File: config.mk
export PLATFORM = sky130hd
export DESIGN_NAME = sticky_wdt
export DESIGN_NICKNAME = d
export VERILOG_FILES = /design/src/rtl/sticky_wdt_pkg.sv /design/src/rtl/sticky_wdt_prescale.sv /design/src/rtl/sticky_wdt_core.sv /design/src/rtl/sticky_wdt_regs.sv /design/src/rtl/sticky_wdt.sv
export SDC_FILE = /design/constraint.sdc
export NUM_CORES = 1
export LEC_CHECK = 0
export ABC_AREA = 1
export ABC_CLOCK_PERIOD_IN_PS = 1700
export BUFFER_PORTS_ARGS = -buffer_cell sky130_fd_sc_hd__buf_2
export CORE_MARGIN = 1.5
export CORE_UTILIZATION = 56
export DETAILED_ROUTE_END_ITERATION = 8
export GPL_TIMING_DRIVEN = 0
export PLACE_DENSITY = 0.78
export SLEW_MARGIN = 20
export SYNTH_ARGS = -nofsm -noshare
export SYNTH_HDL_FRONTEND = slang
export SYNTH_SLANG_ARGS = --single-unit
File: constraint.sdc
create_clock -name clk -period 1.7 [get_ports clk]
set_input_delay 0.34 -clock clk [delete_from_list [all_inputs] [get_ports clk]]
set_output_delay 0.34 -clock clk [all_outputs]
set_load 0.05 [all_outputs]
File: src/rtl/sticky_wdt_pkg.sv
package sticky_wdt_pkg;
  localparam int WORD_W   = 32;
  localparam int SEC_W    = 4;
  localparam int EN_BIT   = 7;
  localparam int SEC_LSB  = 8;
  localparam int CAUSE_BIT = 31;
  localparam logic [7:0] OFS_CTRL  = 8'h14;
  localparam logic [7:0] OFS_VER   = 8'h1C;
  localparam logic [7:0] OFS_CAUSE = 8'h40;

  typedef logic [SEC_W-1:0] sec_t;

  // a zero seconds field behaves as one second
  function automatic sec_t eff_sec(input sec_t raw);
    return (raw == '0) ? sec_t'(1) : raw;
  endfunction
endpackage

File: src/rtl/sticky_wdt_prescale.sv
module sticky_wdt_prescale #(
  parameter int TICK_DIV = 50_000_000
) (
  input  logic clk,
  input  logic rst_n,
  input  logic run,
  input  logic clear,
  output logic tick
);
  localparam int PW = (TICK_DIV > 1) ? $clog2(TICK_DIV) : 1;
  localparam logic [PW-1:0] LAST = PW'(TICK_DIV - 1);

  logic [PW-1:0] pre_q;

  assign tick = run && !clear && (pre_q == LAST);

  always_ff @(posedge clk or negedge rst_n) begin
    if (!rst_n)                  pre_q <= '0;
    else if (clear || !run)      pre_q <= '0;
    else if (pre_q == LAST)      pre_q <= '0;
    else                         pre_q <= pre_q + 1'b1;
  end
endmodule

File: src/rtl/sticky_wdt_core.sv
module sticky_wdt_core
  import sticky_wdt_pkg::*;
#(
  parameter int RST_CYC = 16
) (
  input  logic clk,
  input  logic rst_n,
  input  logic armed,
  input  logic kick,
  input  sec_t load_sec,
  input  logic tick,
  output logic fired,
  output logic fire,
  output logic rst_req
);
  localparam int PCW = $clog2(RST_CYC + 1);

  sec_t           cnt_q;
  logic           fired_q;
  logic [PCW-1:0] pulse_q;

  assign fire    = !fired_q && !kick && armed && tick && (cnt_q <= sec_t'(1));
  assign fired   = fired_q;
  assign rst_req = (pulse_q != '0);

  always_ff @(posedge clk or negedge rst_n) begin
    if (!rst_n) begin
      cnt_q   <= '0;
      fired_q <= 1'b0;
      pulse_q <= '0;
    end else if (fired_q) begin
      if (pulse_q != '0) pulse_q <= pulse_q - 1'b1;
    end else if (kick) begin
      cnt_q <= load_sec;
    end else if (fire) begin
      fired_q <= 1'b1;
      pulse_q <= PCW'(RST_CYC);
    end else if (armed && tick) begin
      cnt_q <= cnt_q - 1'b1;
    end
  end
endmodule

File: src/rtl/sticky_wdt_regs.sv
module sticky_wdt_regs
  import sticky_wdt_pkg::*;
#(
  parameter int              ADDR_W  = 8,
  parameter logic [15:0]     VERSION = 16'h0107
) (
  input  logic              clk,
  input  logic              por_n,
  input  logic              rst_n,
  input  logic [ADDR_W-1:0] addr,
  input  logic              we,
  input  logic [WORD_W-1:0] wdata,
  input  logic              fire,
  output logic [WORD_W-1:0] rdata,
  output logic [WORD_W-1:0] ctrl,
  output logic              cause,
  output logic              kick,
  output sec_t              load_sec
);
  localparam logic [ADDR_W-1:0] A_CTRL  = ADDR_W'(OFS_CTRL);
  localparam logic [ADDR_W-1:0] A_VER   = ADDR_W'(OFS_VER);
  localparam logic [ADDR_W-1:0] A_CAUSE = ADDR_W'(OFS_CAUSE);
  localparam logic [WORD_W-1:0] EN_MASK = WORD_W'(1) << EN_BIT;

  logic [WORD_W-1:0] ctrl_q;
  logic [WORD_W-1:0] rdata_q;
  logic              cause_q;

  assign kick     = we && (addr == A_CTRL);
  assign load_sec = eff_sec(wdata[SEC_LSB +: SEC_W]);
  assign ctrl     = ctrl_q;
  assign cause    = cause_q;
  assign rdata    = rdata_q;

  always_ff @(posedge clk or negedge rst_n) begin
    if (!rst_n)     ctrl_q <= '0;
    else if (kick)  ctrl_q <= wdata | (ctrl_q & EN_MASK);
  end

  // cause flag lives on the power-on domain only
  always_ff @(posedge clk or negedge por_n) begin
    if (!por_n)                                          cause_q <= 1'b0;
    else if (fire)                                       cause_q <= 1'b1;
    else if (we && (addr == A_CAUSE) && wdata[CAUSE_BIT]) cause_q <= 1'b0;
  end

  always_ff @(posedge clk or negedge rst_n) begin
    if (!rst_n) rdata_q <= '0;
    else begin
      unique case (addr)
        A_CTRL:  rdata_q <= ctrl_q;
        A_VER:   rdata_q <= {16'h0000, VERSION};
        A_CAUSE: rdata_q <= {cause_q, {(WORD_W-1){1'b0}}};
        default: rdata_q <= '0;
      endcase
    end
  end
endmodule

File: src/rtl/sticky_wdt.sv
module sticky_wdt
  import sticky_wdt_pkg::*;
#(
  parameter int          ADDR_W   = 8,
  parameter int          TICK_DIV = 50_000_000,
  parameter int          RST_CYC  = 16,
  parameter logic [15:0] VERSION  = 16'h0107
) (
  input  logic              clk,
  input  logic              por_n,
  input  logic              rst_n,
  input  logic [ADDR_W-1:0] bus_addr,
  input  logic              bus_we,
  input  logic [31:0]       bus_wdata,
  output logic [31:0]       bus_rdata,
  output logic              wdt_rst_o
);
  logic [WORD_W-1:0] ctrl;
  logic              cause;
  logic              kick;
  sec_t              load_sec;
  logic              tick;
  logic              fired;
  logic              fire;
  logic              armed;

  assign armed = ctrl[EN_BIT];

  sticky_wdt_regs #(.ADDR_W(ADDR_W), .VERSION(VERSION)) u_regs (
    .clk(clk), .por_n(por_n), .rst_n(rst_n),
    .addr(bus_addr), .we(bus_we), .wdata(bus_wdata), .fire(fire),
    .rdata(bus_rdata), .ctrl(ctrl), .cause(cause), .kick(kick),
    .load_sec(load_sec)
  );

  sticky_wdt_prescale #(.TICK_DIV(TICK_DIV)) u_pre (
    .clk(clk), .rst_n(rst_n), .run(armed && !fired), .clear(kick),
    .tick(tick)
  );

  sticky_wdt_core #(.RST_CYC(RST_CYC)) u_core (
    .clk(clk), .rst_n(rst_n), .armed(armed), .kick(kick),
    .load_sec(load_sec), .tick(tick), .fired(fired), .fire(fire),
    .rst_req(wdt_rst_o)
  );
endmodule

==> After elaboration in Yosys (flattened, before gate mapping) <==
Index checks and enable logic that the tools add are counted.
{ "op_classes": {"n_eq_ne": 7, "n_mul": 0, "n_addsub": 3, "div_mod_pow": 0, "order_cmp": 1, "bitwise_logic": 2, "reduce_logical": 22, "muxes": 16, "shift": 0} }
{ "op_table": {"columns": ["op", "count"], "rows": [
  ["32-bit case mux with 3 select lines", 1],
  ["26-bit two-way mux", 2],
  ["32-bit by 8-bit bitwise OR with 32-bit output", 1],
  ["26-bit by 1-bit adder with 26-bit output (second input constant)", 1],
  ["26-bit == test (second input constant)", 1],
  ["5-bit two-way mux", 4],
  ["8-bit by 5-bit == test with 1-bit output (second input constant)", 2],
  ["4-bit two-way mux", 4],
  ["1-bit logical AND", 11],
  ["8-bit by 7-bit == test with 1-bit output (second input constant)", 1],
  ["3-bit AND reduction", 2],
  ["2-bit nonzero test", 3],
  ["1-bit two-way mux", 5],
  ["5-bit nonzero test", 1],
  ["5-bit by 1-bit subtractor with 5-bit output (second input constant)", 1],
  ["4-bit by 1-bit less-or-equal comparator with 1-bit output (second input constant)", 1],
  ["4-bit zero test", 1],
  ["2-bit != test (second input constant)", 2],
  ["4-bit by 1-bit subtractor with 4-bit output (second input constant)", 1],
  ["1-bit zero test", 3],
  ["2-bit by 1-bit != test with 1-bit output (second input constant)", 1],
  ["1-bit logical OR", 1],
  ["1-bit inverter", 1]
]} }
{ "totals": {"mem_bits_rw": 0, "inputBits": 44, "out_inout_bits": 33, "memories": 0, "elab_cells": 58, "mem_bits_ro": 0, "register_bits": 101, "latch_bits": 0} }

==> Depth between registers and ports, before layout <==
Gate-level depths: netlist of the first run.
{ "depth": {"depth_word": 10, "depth_mapped": 11, "ltp_nobuf": 11} }

==> Cells and area by module <==
A second synthesis of the first run with hierarchy kept.
{ "hier_totals": {"cells_unflattened": 601, "hier_area_um2": 4822.1} }
{ "modules_own_cells": {"columns": ["module", "instances", "area_each_um2", "cells_each", "seq_area_each_um2"], "rows": [
  ["sticky_wdt_regs", 1, 2601.2, 275, 1626.6],
  ["sticky_wdt_prescale", 1, 1576.5, 233, 650.6],
  ["sticky_wdt_core", 1, 634.4, 91, 250.2],
  ["sticky_wdt", 1, 10.0, 2, 0.0]
]} }

==> Worst setup path after synthesis of the first run <==
OpenSTA, ideal clock, no wires.
{ "synth_path": {"path_type": "reg-to-reg", "startpoint": "register u_core.pulse_q[0]", "endpoint": "register u_core.pulse_q[1]", "path_buffers": 0, "arrival_ps": 1617, "synth_period_minus_slack_ps": 1737, "path_slack_ps": -37, "path_stages_with_launch": 8, "required_ps": 1581, "setup_ps": 119, "path_cell_list": "dfrtp_1 > inv_1 > ha_1 > nand3_1 > nand2_1 > nand2_8 > nand2_2 > o21ai_2"} }
{ "synth_via": {"elab_chain_cells": 3, "word_cells_on_any_way": 6, "cone_classes": "1 x add/sub; 1 x eq/ne; 2 x mux; 2 x reduce/logical"} }
{ "synth_rtl": {"columns": ["item", "line_no", "source"], "rows": [
  ["from (decl)", "sticky_wdt_core.sv:20", "logic [PCW-1:0] pulse_q;"],
  ["from (signal assigned)", "sticky_wdt_core.sv:32", "if (pulse_q != '0) pulse_q <= pulse_q - 1'b1;"],
  ["from (signal assigned)", "sticky_wdt_core.sv:37", "pulse_q <= PCW'(RST_CYC);"],
  ["5-bit nonzero test", null, null],
  ["net wdt_rst_o", "sticky_wdt.sv:16", "output logic wdt_rst_o"],
  ["2-bit != test (no source line)", null, null],
  ["3-bit AND reduction (no source line)", null, null]
]} }
The timed path passes the listed nets, and every way through them passes these cells. The select of a mux whose other input is x is not followed.
A chain may end at the register's enable or synchronous reset.

==> Worst setup path after layout of the first run <==
{ "layout_path": {"startpoint": "register u_pre.pre_q[1]", "endpoint": "register u_pre.pre_q[21]"} }
{ "layout_via": {"elab_chain_cells": 3, "word_cells_on_any_way": 4, "cone_classes": "1 x add/sub; 1 x eq/ne; 2 x mux"} }
{ "layout_rtl": {"columns": ["item", "line_no", "source"], "rows": [
  ["from (decl)", "sticky_wdt_prescale.sv:13", "logic [PW-1:0] pre_q;"],
  ["from (signal assigned)", "sticky_wdt_prescale.sv:21", "else pre_q <= pre_q + 1'b1;"],
  ["26-bit by 1-bit adder with 26-bit output or 26-bit == test (tied branches)", "sticky_wdt_prescale.sv:21, sticky_wdt_prescale.sv:20", null],
  ["26-bit two-way mux (*)", "sticky_wdt_prescale.sv:20", "else if (pre_q == LAST) pre_q <= '0;"],
  ["26-bit two-way mux (*)", "sticky_wdt_prescale.sv:19", "else if (clear || !run) pre_q <= '0;"]
]} }
Mark *: on every way between the ends. The rest lies on a longest branch, timed or not.

==> results of run 1 <==
area by class of cell:
type	count	area (sq um)
well taps	102	128
clock inverters	6	60.1
inverters	79	297
fillers	592	2260
plain buffers	10	52.6
multi-input cells	322	1760
repair buffers	91	538
clock buffers	10	138
flip-flops and latches	101	2530
per-layer routing:
metal / global-route usage (%) / share of wire, %
met3: 3.17 / 5.0
met4: 9.85 / 1.2
met5: 0 / 0
met2: 39.7 / 51
met1: 29.6 / 42
cells by family (layout without fill, tap and decap cells):
family / count (synthesis) / in the layout / synth area share, %
compound gates: 67 / 67 / 7.88
xor+xnor: 9 / 9 / 1.74
fa+ha+maj: 5 / 5 / 1.38
buf+inv: 89 / 196 / 7.69
flops: 101 / 101 / 55.7
simple gates: 240 / 241 / 25.6
cells in the final DEF, fill, tap and decap left out, types with 2 or more instances in the layout:
| cell | count |
|---|---|
| nor2_1 | 71 |
| xor2_1 | 5 |
| nor2_4 | 10 |
| inv_6 | 2 |
| nand3_2 | 6 |
| nand2_1 | 100 |
| nand3_4 | 4 |
| dlygate4sd3_1 | 2 |
| inv_2 | 5 |
| nor3_1 | 7 |
| nand2_4 | 5 |
| inv_8 | 3 |
| buf_4 | 11 |
| nand2_2 | 8 |
| ha_1 | 3 |
| inv_1 | 73 |
| o21ai_0 | 45 |
| a31oi_1 | 3 |
| nor4_1 | 2 |
| ha_4 | 2 |
| dfrtp_1 | 100 |
| buf_6 | 5 |
| or2_2 | 2 |
| clkbuf_1 | 5 |
| a21oi_1 | 11 |
| o21ai_2 | 4 |
| buf_2 | 76 |
| nand4_1 | 12 |
| clkbuf_8 | 10 |
| nand3_1 | 7 |
| xnor2_1 | 4 |
how the worst max path moves through the flow:
stage / from / endpoint
2_1_floorplan: u_core.pulse_q[0]$_DFFE_PN0P_ / u_core.pulse_q[4]$_DFFE_PN0P_
3_3_place_gp: rst_n / u_core.pulse_q[3]$_DFFE_PN0P_
3_5_place_dp: bus_addr[7] / u_regs.ctrl[31]$_DFFE_PN0P_
4_1_cts: u_core.pulse_q[0]$_DFFE_PN0P_ / wdt_rst_o
5_1_grt: u_pre.pre_q[0]$_DFF_PN0_ / u_pre.pre_q[21]$_DFF_PN0_
6_report: u_pre.pre_q[1]$_DFF_PN0_ / u_pre.pre_q[21]$_DFF_PN0_
power by group:
group	leakage, uW	total [uW]	internal, uW	switching, uW
clock	0.000103	1520	617	908
sequential	0.00126	2480	2460	17.5
combinational	0.00152	209	76.4	133
total	0.00289	4210	3150	1060
state kept, by name, indices dropped and copies added, names as in the netlist:
| register | count |
|---|---|
| u_regs.ctrl | 32 |
| u_core.pulse_q | 5 |
| u_pre.pre_q | 26 |
| u_core.fired | 1 |
| u_regs.cause | 1 |
| u_regs.rdata | 32 |
| u_core.cnt_q | 4 |
through the flow:
stage	std cells	TNS, ns	power (uW)	utilization (%)	area [sq um]
after global placement	689	-69.17	2710	65.0	5050
after detailed placement	690	-1.23	2740	65.5	5090
after global routing	721	-0.298	4360	70.9	5500
after CTS	709	0	4240	68.5	5320
after floorplan	511	0	2600	-	4540
final	721	0	4210	70.9	5500
worst max-delay path: stages (launching register included):
cell,delay (ns)
dfrtp_1,0.43
buf_6,0.13
nand3_4,0.09
nor2_4,0.19
nand2_4,0.08
nor2_4,0.21
nand2_4,0.10
nor2_4,0.16
nand2_1,0.07
nand2_1,0.10
a21oi_2,0.04
repair_timing:
item | in CTS | in global routing
setup endpoints to repair | 2 | 20
setup buffers | 1 | 11
pin swaps | 0 | 9
hold buffers | 2 | 0
endpoints found under the hold margin | 38 | 0
gates resized for setup | 4 | 22
gates cloned | 0 | 1
==> flow_metrics.py, run 1 <==
metrics = {
    "grt": {
        "grt_antenna_before_repair": 0,
        "grt_max_degree": 64,
        "grt_use_total_pct": 23.2,
        "grt_pass1_wl_microns": 15700,
        "overflow": 0,
        "grt_pass1_vias": 3567,
    },
    "final_layout": {
        "drive_gt1_share_pct": 26.3,
        "n_antenna_cell": 0,
        "final_nets": 663,
        "syn_to_final_growth_pct": 21.3,
    },
    "logic_synthesis": {
        "synth_top_cell_by_area": "dfrtp_1",
        "synthCells": 511,
        "avgSynthCellArea_sq_um": 8.88,
        "ys_types": 36,
        "synth_nets": 560,
        "synthTopCellsByCount": "dfrtp_1 (101), nand2_1 (101), inv_1 (77), nor2_1 (72), o21ai_0 (46)",
        "async_reset_ff_share_pct": 100,
        "seq_area_frac_synth_pct": 55.7,
        "synth_warnings": 0,
        "synth_area_sq_mm": 0.00454,
        "ys_ff_latch": 101,
        "synth-main-ff-cell": "dfrtp_1",
        "ys_top_cells_by_area": "dfrtp_1 (56%), nand2_1 (8.4%), inv_1 (6.4%)",
        "synth-edff-count": 0,
        "synth_top_cell_area_share_pct": 55.7,
    },
    "worst_setup_path": {
        "cp_max_fo": 5,
        "path_class": "reg -> reg",
        "regToRegStartpoint": "u_pre.pre_q[1]$_DFF_PN0_",
        "cp.arrival_ns": 1.96,
        "worstReg2RegEnd": "u_pre.pre_q[21]$_DFF_PN0_",
        "start_kind": "register",
        "crit_required_ns": 1.98,
        "rr_worst_depth": 10,
        "reg2reg_slack_ns": 0.02,
        "end_kind": "register",
    },
    "placed_design": {
        "portBuffers": 76,
        "dp_hpwl_microns": 6770,
        "place_ws_ns": -0.0982,
        "place_congestion": 0.823,
    },
    "timing": {
        "post-route-period-util_pct": 98.9,
        "max_freq_ghz": 0.595,
        "fin_ws_ns": 0.0185,
        "min_period_ns": 1.68,
        "finClkSkew_ns": 0.00960,
        "finalHoldViolations": 0,
        "drv_slew": 0,
        "finalSetupViolCount": 0,
        "whs_ns": 0.163,
        "rsz0062_at_grt": "yes",
        "relSlewSlack_pct": 63.9,
        "worst_slew_pin_slew_ns": 0.541,
    },
    "cts": {
        "tritoncts": "built",
        "clkSlewWorstSetupHoldPaths_ns": 0.11,
        "cts_buffers": 9,
        "htreeDepth": 3,
        "clk_latency_ns": 0.38,
        "cts-root-buf": "clkbuf_8",
        "cts_sinks": 101,
        "clock_path_buffers": 2,
    },
    "min_path": {
        "min_from": "bus_wdata[27]",
        "holdCritPathClass": "in -> reg",
        "holdPathEnd": "u_regs.ctrl[27]$_DFFE_PN0P_",
        "min_path_cells": 3,
    },
    "pwr": {
        "powerDensity_mw_per_mm2": 765,
        "leakagePower_uw": 0.00289,
        "vdd_drop_max_mv": 0.540,
    },
    "die": {
        "fp.dieH_microns": 93.0,
        "pin_count": 77,
        "die_x_microns": 93.0,
        "dieArea_sq_mm": 0.00866,
        "core_sq_mm": 0.00777,
        "std_cell_rows": 32,
        "start_util_pct": 58.4,
    },
    "drt": {
        "drt_iter0_drc": 208,
        "first_pass_iters": 4,
        "vias_per_cell": 5.13,
        "wl_per_cell_microns": 13.8,
        "vias": 3697,
        "ant_nets": 0,
        "drc": 0,
        "totalWireLength_microns": 9920,
    },
    "flow_run": {
        "cap_viol_max_count": 0,
    },
    "outcome": {
        "status": "completed",
    },
}
(Power assumes the default switching activity.)
==> run 2, diff against run 1 <==
--- a/config.mk
+++ b/config.mk
@@ -9,10 +9,10 @@
 export ABC_CLOCK_PERIOD_IN_PS = 1700
 export BUFFER_PORTS_ARGS = -buffer_cell sky130_fd_sc_hd__buf_2
 export CORE_MARGIN = 1.5
-export CORE_UTILIZATION = 56
+export CORE_UTILIZATION = 47
 export DETAILED_ROUTE_END_ITERATION = 8
 export GPL_TIMING_DRIVEN = 0
-export PLACE_DENSITY = 0.78
+export PLACE_DENSITY = 0.67
 export SLEW_MARGIN = 20
 export SYNTH_ARGS = -nofsm -noshare
 export SYNTH_HDL_FRONTEND = slang
==> flow_metrics.py, run 2 (same netlist as run 1, synthesis figures left out) <==
metrics = {
    "outcome": {
        "status": "completed",
    },
    "grt": {
        "grt_use_total_pct": 20.0,
        "grt_antenna_before_repair": 0,
        "grt_max_degree": 72,
        "grt_pass1_wl_microns": 16100,
        "overflow": 0,
        "grt_pass1_vias": 3551,
    },
    "timing": {
        "worst_slew_pin_slew_ns": 0.570,
        "rsz0062_at_grt": "yes",
        "relSlewSlack_pct": 62.0,
        "min_period_ns": 1.63,
        "drv_slew": 0,
        "finClkSkew_ns": 0.00952,
        "post-route-period-util_pct": 95.8,
        "finalSetupViolCount": 0,
        "max_freq_ghz": 0.614,
        "finalSetupTns_ns": 0,
        "finalHoldViolations": 0,
        "fin_ws_ns": 0.0709,
    },
    "worst_setup_path": {
        "crit_required_ns": 2.00,
        "end_kind": "register",
        "setup.worst_path.end": "u_core.pulse_q[3]$_DFFE_PN0P_",
        "regToRegStartpoint": "u_pre.pre_q[16]$_DFF_PN0_",
        "cp.arrival_ns": 1.93,
        "worstReg2RegEnd": "u_core.pulse_q[3]$_DFFE_PN0P_",
        "rr_worst_depth": 8,
        "path_class": "reg -> reg",
        "cp_max_fo": 6,
        "reg2reg_slack_ns": 0.07,
        "worstSetupStartpoint": "u_pre.pre_q[16]$_DFF_PN0_",
        "path_cells": "or2_0, nor2_1, nand2_2, nor2_4, nand3_4, nand2_8, nand2_2, o21ai_2",
        "cp_slowest_cell": "dfrtp_1",
        "start_kind": "register",
        "slowest_delay_ns": 0.46,
        "crit_top_cell": "nand2_2",
    },
    "die": {
        "dieArea_sq_mm": 0.0103,
        "std_cell_rows": 35,
        "start_util_pct": 48.9,
        "fp.dieH_microns": 101,
        "pin_count": 77,
        "die_x_microns": 101,
        "core_sq_mm": 0.00928,
    },
    "drt": {
        "drt_iter0_drc": 140,
        "ant_nets": 0,
        "totalWireLength_microns": 9740,
        "first_pass_iters": 4,
        "wl_per_cell_microns": 13.1,
        "drc": 0,
        "vias": 3604,
        "vias_per_cell": 4.83,
    },
    "final_layout": {
        "drive_gt1_share_pct": 25.6,
        "syn_to_final_growth_pct": 21.5,
        "mostFrequentLayoutCell": "dfrtp_1",
        "n_antenna_cell": 0,
        "final_nets": 661,
        "layout_common_cells": "dfrtp_1 (100), nand2_1 (99), buf_2 (76)",
    },
    "placed_design": {
        "dp_hpwl_microns": 6820,
        "place_ws_ns": -0.113,
        "portBuffers": 76,
        "place_congestion": 0.856,
    },
    "min_path": {
        "holdCritPathClass": "in -> reg",
    },
    "cts": {
        "htreeDepth": 3,
        "cts_buffers": 9,
        "clkSlewWorstSetupHoldPaths_ns": 0.10,
        "tritoncts": "built",
        "clock_path_buffers": 2,
        "cts_sinks": 101,
        "clk_latency_ns": 0.37,
        "cts-root-buf": "clkbuf_8",
    },
    "pwr": {
        "leakagePower_uw": 0.00286,
        "vdd_drop_max_mv": 0.451,
        "powerDensity_mw_per_mm2": 765,
    },
    "flow_run": {
        "cap_viol_max_count": 0,
    },
}
[run 2: cell types whose count changed in the layout (fill, tap and decap cells not counted), moves of 2 or more]
| cell | change |
|---|---|
| nand3_2 | -2 |
| clkinv_4 | +2 |
| buf_6 | -2 |
| inv_8 | -3 |
[run 2: worst max-delay path: cells and delay by family (launching register included)]
family,cells,cell delay (ns)
AND/OR/NAND/NOR,7,1.05
flip-flops,1,0.46
AO/OA/AOI/OAI,1,0.05
[run 2: layer usage]
metal	vias to the layer above	routed length [microns]	GRT usage, %
met2	73	4700	33.0
met4	0	131	6.41
li1	1801	-	-
met1	1722	4540	26.1
met5	-	0	0
met3	8	371	4.97
[run 2: power by group]
part	total [uW]	switching [uW]	internal (uW)
logic	209	133	76.5
registers	2480	16.9	2460
clock network	1530	840	694
[run 2: area by class of cell]
cell class,instances,area [sq um]
clock buffers,10,128
multi-input cells,323,1770
inverters,79,297
flip-flops and latches,101,2530
well taps,129,161
plain buffers,10,52.6
repair buffers,88,508
fillers,831,3770
clock inverters,6,72.6
[run 2: how the worst min path moves through the flow]
stage | depth (start not counted) | from | end
3_3_place_gp | 1 | por_n | u_regs.cause$_DFFE_PN0P_
3_5_place_dp | 1 | por_n | u_regs.cause$_DFFE_PN0P_
4_1_cts | 3 | bus_wdata[7] | u_regs.ctrl[7]$_DFFE_PN0P_
5_1_grt | 3 | bus_wdata[0] | u_regs.ctrl[0]$_DFFE_PN0P_
2_1_floorplan | 0 | rst_n | u_core.cnt_q[0]$_DFFE_PN0P_
6_report | 3 | bus_wdata[7] | u_regs.ctrl[7]$_DFFE_PN0P_
[run 2: stage by stage]
step | hold WS [ns] | cell area (sq um) | utilization (%) | power (uW) | cells
final | 0.166 | 5520 | 59.4 | 4220 | 746
after global routing | 0.164 | 5520 | 59.4 | 4400 | 746
after CTS | 0.153 | 5370 | 57.8 | 4260 | 738
after detailed placement | 0.116 | 5120 | 55.1 | 2730 | 717
after global placement | 0.115 | 5090 | 54.8 | 2720 | 716
after floorplan | 0.0444 | 4540 | - | 2600 | 511
[run 2: what timing repair did]
| item | CTS | global route |
|---|---|---|
| pin swaps | 1 | 12 |
| hold buffers | 2 | 0 |
| resized for setup | 3 | 18 |
| endpoints found under the hold margin | 30 | 0 |
| cloned | 0 | 2 |
| endpoints found under the setup margin | 5 | 26 |
| setup buffers | 3 | 6 |
==> run 3, diff against run 2 <==
--- a/config.mk
+++ b/config.mk
@@ -9,10 +9,10 @@
 export ABC_CLOCK_PERIOD_IN_PS = 1700
 export BUFFER_PORTS_ARGS = -buffer_cell sky130_fd_sc_hd__buf_2
 export CORE_MARGIN = 1.5
-export CORE_UTILIZATION = 47
+export CORE_UTILIZATION = 50
 export DETAILED_ROUTE_END_ITERATION = 8
 export GPL_TIMING_DRIVEN = 0
-export PLACE_DENSITY = 0.67
+export PLACE_DENSITY = 0.7
 export SLEW_MARGIN = 20
 export SYNTH_ARGS = -nofsm -noshare
 export SYNTH_HDL_FRONTEND = slang
==> flow_metrics.py, run 3 (same netlist as run 1, synthesis figures left out) <==
metrics = {
    "outcome": {
        "status": "completed",
    },
    "die": {
        "dieArea_sq_mm": 0.00966,
        "std_cell_rows": 34,
        "die_x_microns": 98.3,
        "start_util_pct": 51.8,
        "pin_count": 77,
        "core_sq_mm": 0.00876,
        "fp.dieH_microns": 98.3,
    },
    "timing": {
        "fin_ws_ns": 0.0144,
        "finClkSkew_ns": 0.0126,
        "max_freq_ghz": 0.593,
        "finalSetupTns_ns": 0,
        "min_period_ns": 1.69,
        "finalHoldViolations": 0,
        "worst_slew_pin_slew_ns": 0.614,
        "drv_slew": 0,
        "post-route-period-util_pct": 99.2,
        "relSlewSlack_pct": 59.1,
        "rsz0062_at_grt": "yes",
        "finalSetupViolCount": 0,
    },
    "final_layout": {
        "layout_common_cells": "dfrtp_1 (101), nand2_1 (99), buf_2 (76)",
        "utilization_pct": 62.6,
        "drive_gt1_share_pct": 25.5,
        "final_nets": 660,
        "syn_to_final_growth_pct": 20.9,
        "n_antenna_cell": 0,
        "mostFrequentLayoutCell": "dfrtp_1",
        "fin_cells": 724,
    },
    "worst_setup_path": {
        "cpLargestDelayFamily": "simple AND/OR/NAND/NOR gates",
        "path_cells": "ha_2, nand3_4, inv_4, nand2_4, nor2_4, nand2_4, nor3_4, nand2_1, nor2_1, nor2_1",
        "end_kind": "register",
        "slowest_delay_ns": 0.39,
        "worstSetupStartpoint": "u_pre.pre_q[1]$_DFF_PN0_",
        "path_class": "reg -> reg",
        "cp_slowest_cell": "dfrtp_1",
        "cp.arrival_ns": 1.94,
        "cp_max_fo": 4,
        "regToRegStartpoint": "u_pre.pre_q[1]$_DFF_PN0_",
        "start_kind": "register",
        "crit_buf_inv": 1,
        "crit_required_ns": 1.95,
    },
    "drt": {
        "wl_per_cell_microns": 12.9,
        "totalWireLength_microns": 9370,
        "first_pass_iters": 4,
        "drc": 0,
        "vias": 3608,
        "vias_per_cell": 4.98,
        "drt_iter0_drc": 158,
        "ant_nets": 0,
    },
    "grt": {
        "grt_use_total_pct": 20.7,
        "overflow": 0,
        "grt_antenna_before_repair": 0,
        "grt_max_degree": 56,
        "grt_pass1_wl_microns": 16300,
        "grt_pass1_vias": 3580,
    },
    "min_path": {
        "holdCritPathClass": "in -> reg",
        "min_from": "bus_wdata[29]",
    },
    "pwr": {
        "seq_power_share_pct": 57.2,
        "power_frac_clock_pct": 37.9,
        "powerDensity_mw_per_mm2": 789,
        "p_int_uw": 3260,
        "vdd_drop_max_mv": 0.494,
        "power.switching_uw": 1070,
        "sw_frac_of_total_pct": 24.6,
        "pwr-share-comb_pct": 4.8,
        "leakagePower_uw": 0.00287,
    },
    "cts": {
        "htreeDepth": 3,
        "tritoncts": "built",
        "clkSlewWorstSetupHoldPaths_ns": 0.12,
        "cts_sinks": 101,
        "clock_path_buffers": 2,
        "clk_latency_ns": 0.37,
        "cts_buffers": 9,
        "cts-root-buf": "clkbuf_8",
    },
    "placed_design": {
        "portBuffers": 76,
        "place_ws_ns": -0.0931,
        "place_congestion": 0.837,
        "dpl.cell_count": 696,
        "dp_hpwl_microns": 6630,
    },
    "flow_run": {
        "cap_viol_max_count": 0,
    },
}
## run 3: timing repair
item	4_1_cts	5_1_grt
endpoints found under the hold margin	46	0
gates resized for setup	2	21
buffers inserted	1	7
gates cloned	0	2
pin swaps	0	12
endpoints found under the setup margin	3	21
hold buffers	2	0
## run 3: layer usage
| layer | GRT usage, % | routed length, microns | part of all wire [%] | vias to the layer above |
|---|---|---|---|---|
| met1 | 28.1 | 4350 | 46 | 1709 |
| met5 | 0 | 0 | 0 | - |
| met3 | 4.01 | 450 | 4.8 | 9 |
| met2 | 34.5 | 4480 | 48 | 96 |
| met4 | 5.20 | 86 | 0.92 | 0 |
| li1 | - | - | - | 1794 |
## run 3: through the flow
| stage | instance area (sq um) | total power (uW) | hold WS, ns |
|---|---|---|---|
| 3_3_place_gp | 5060 | 2720 | 0.115 |
| 5_1_grt | 5490 | 4510 | 0.149 |
| 2_1_floorplan | 4540 | 2600 | 0.0444 |
| 3_5_place_dp | 5090 | 2740 | 0.115 |
| 6_report | 5490 | 4330 | 0.166 |
| 4_1_cts | 5350 | 4370 | 0.154 |
## run 3: worst register-to-register path: stages, from the launching register on
cell,delay (ns)
dfrtp_1,0.39
ha_2,0.23
nand3_4,0.12
inv_4,0.09
nand2_4,0.07
nor2_4,0.17
nand2_4,0.09
nor3_4,0.20
nand2_1,0.07
nor2_1,0.11
nor2_1,0.05
## run 3: final timing paths
check,to,slack [ns],depth (start not counted)
max in group asynchronous,u_pre.pre_q[17]$_DFF_PN0_,0.61,3
worst max register to register,u_pre.pre_q[22]$_DFF_PN0_,0.01,10
worst min-delay path,u_regs.ctrl[29]$_DFFE_PN0P_,0.17,3
min in group asynchronous,u_regs.cause$_DFFE_PN0P_,0.26,2
worst max-delay path,u_pre.pre_q[22]$_DFF_PN0_,0.01,10
worst min register to register,u_regs.ctrl[7]$_DFFE_PN0P_,0.48,2
## run 3: layout make-up
type	instances	area, sq um
inverters	79	299
clock inverters	7	97.6
clock buffers	9	124
well taps	108	135
fillers	744	3280
repair buffers	87	500
multi-input cells	323	1750
flip-flops and latches	101	2530
plain buffers	10	56.3
## run 3: power groups by stage
stage / clock (uW) / sequential, uW / combinational, uW
final: 1640 / 2480 / 210
after global routing: 1780 / 2480 / 245
after CTS: 1680 / 2480 / 215
after detailed placement: 0 / 2530 / 210
after global placement: 0 / 2520 / 193
after floorplan: 0 / 2530 / 69.7
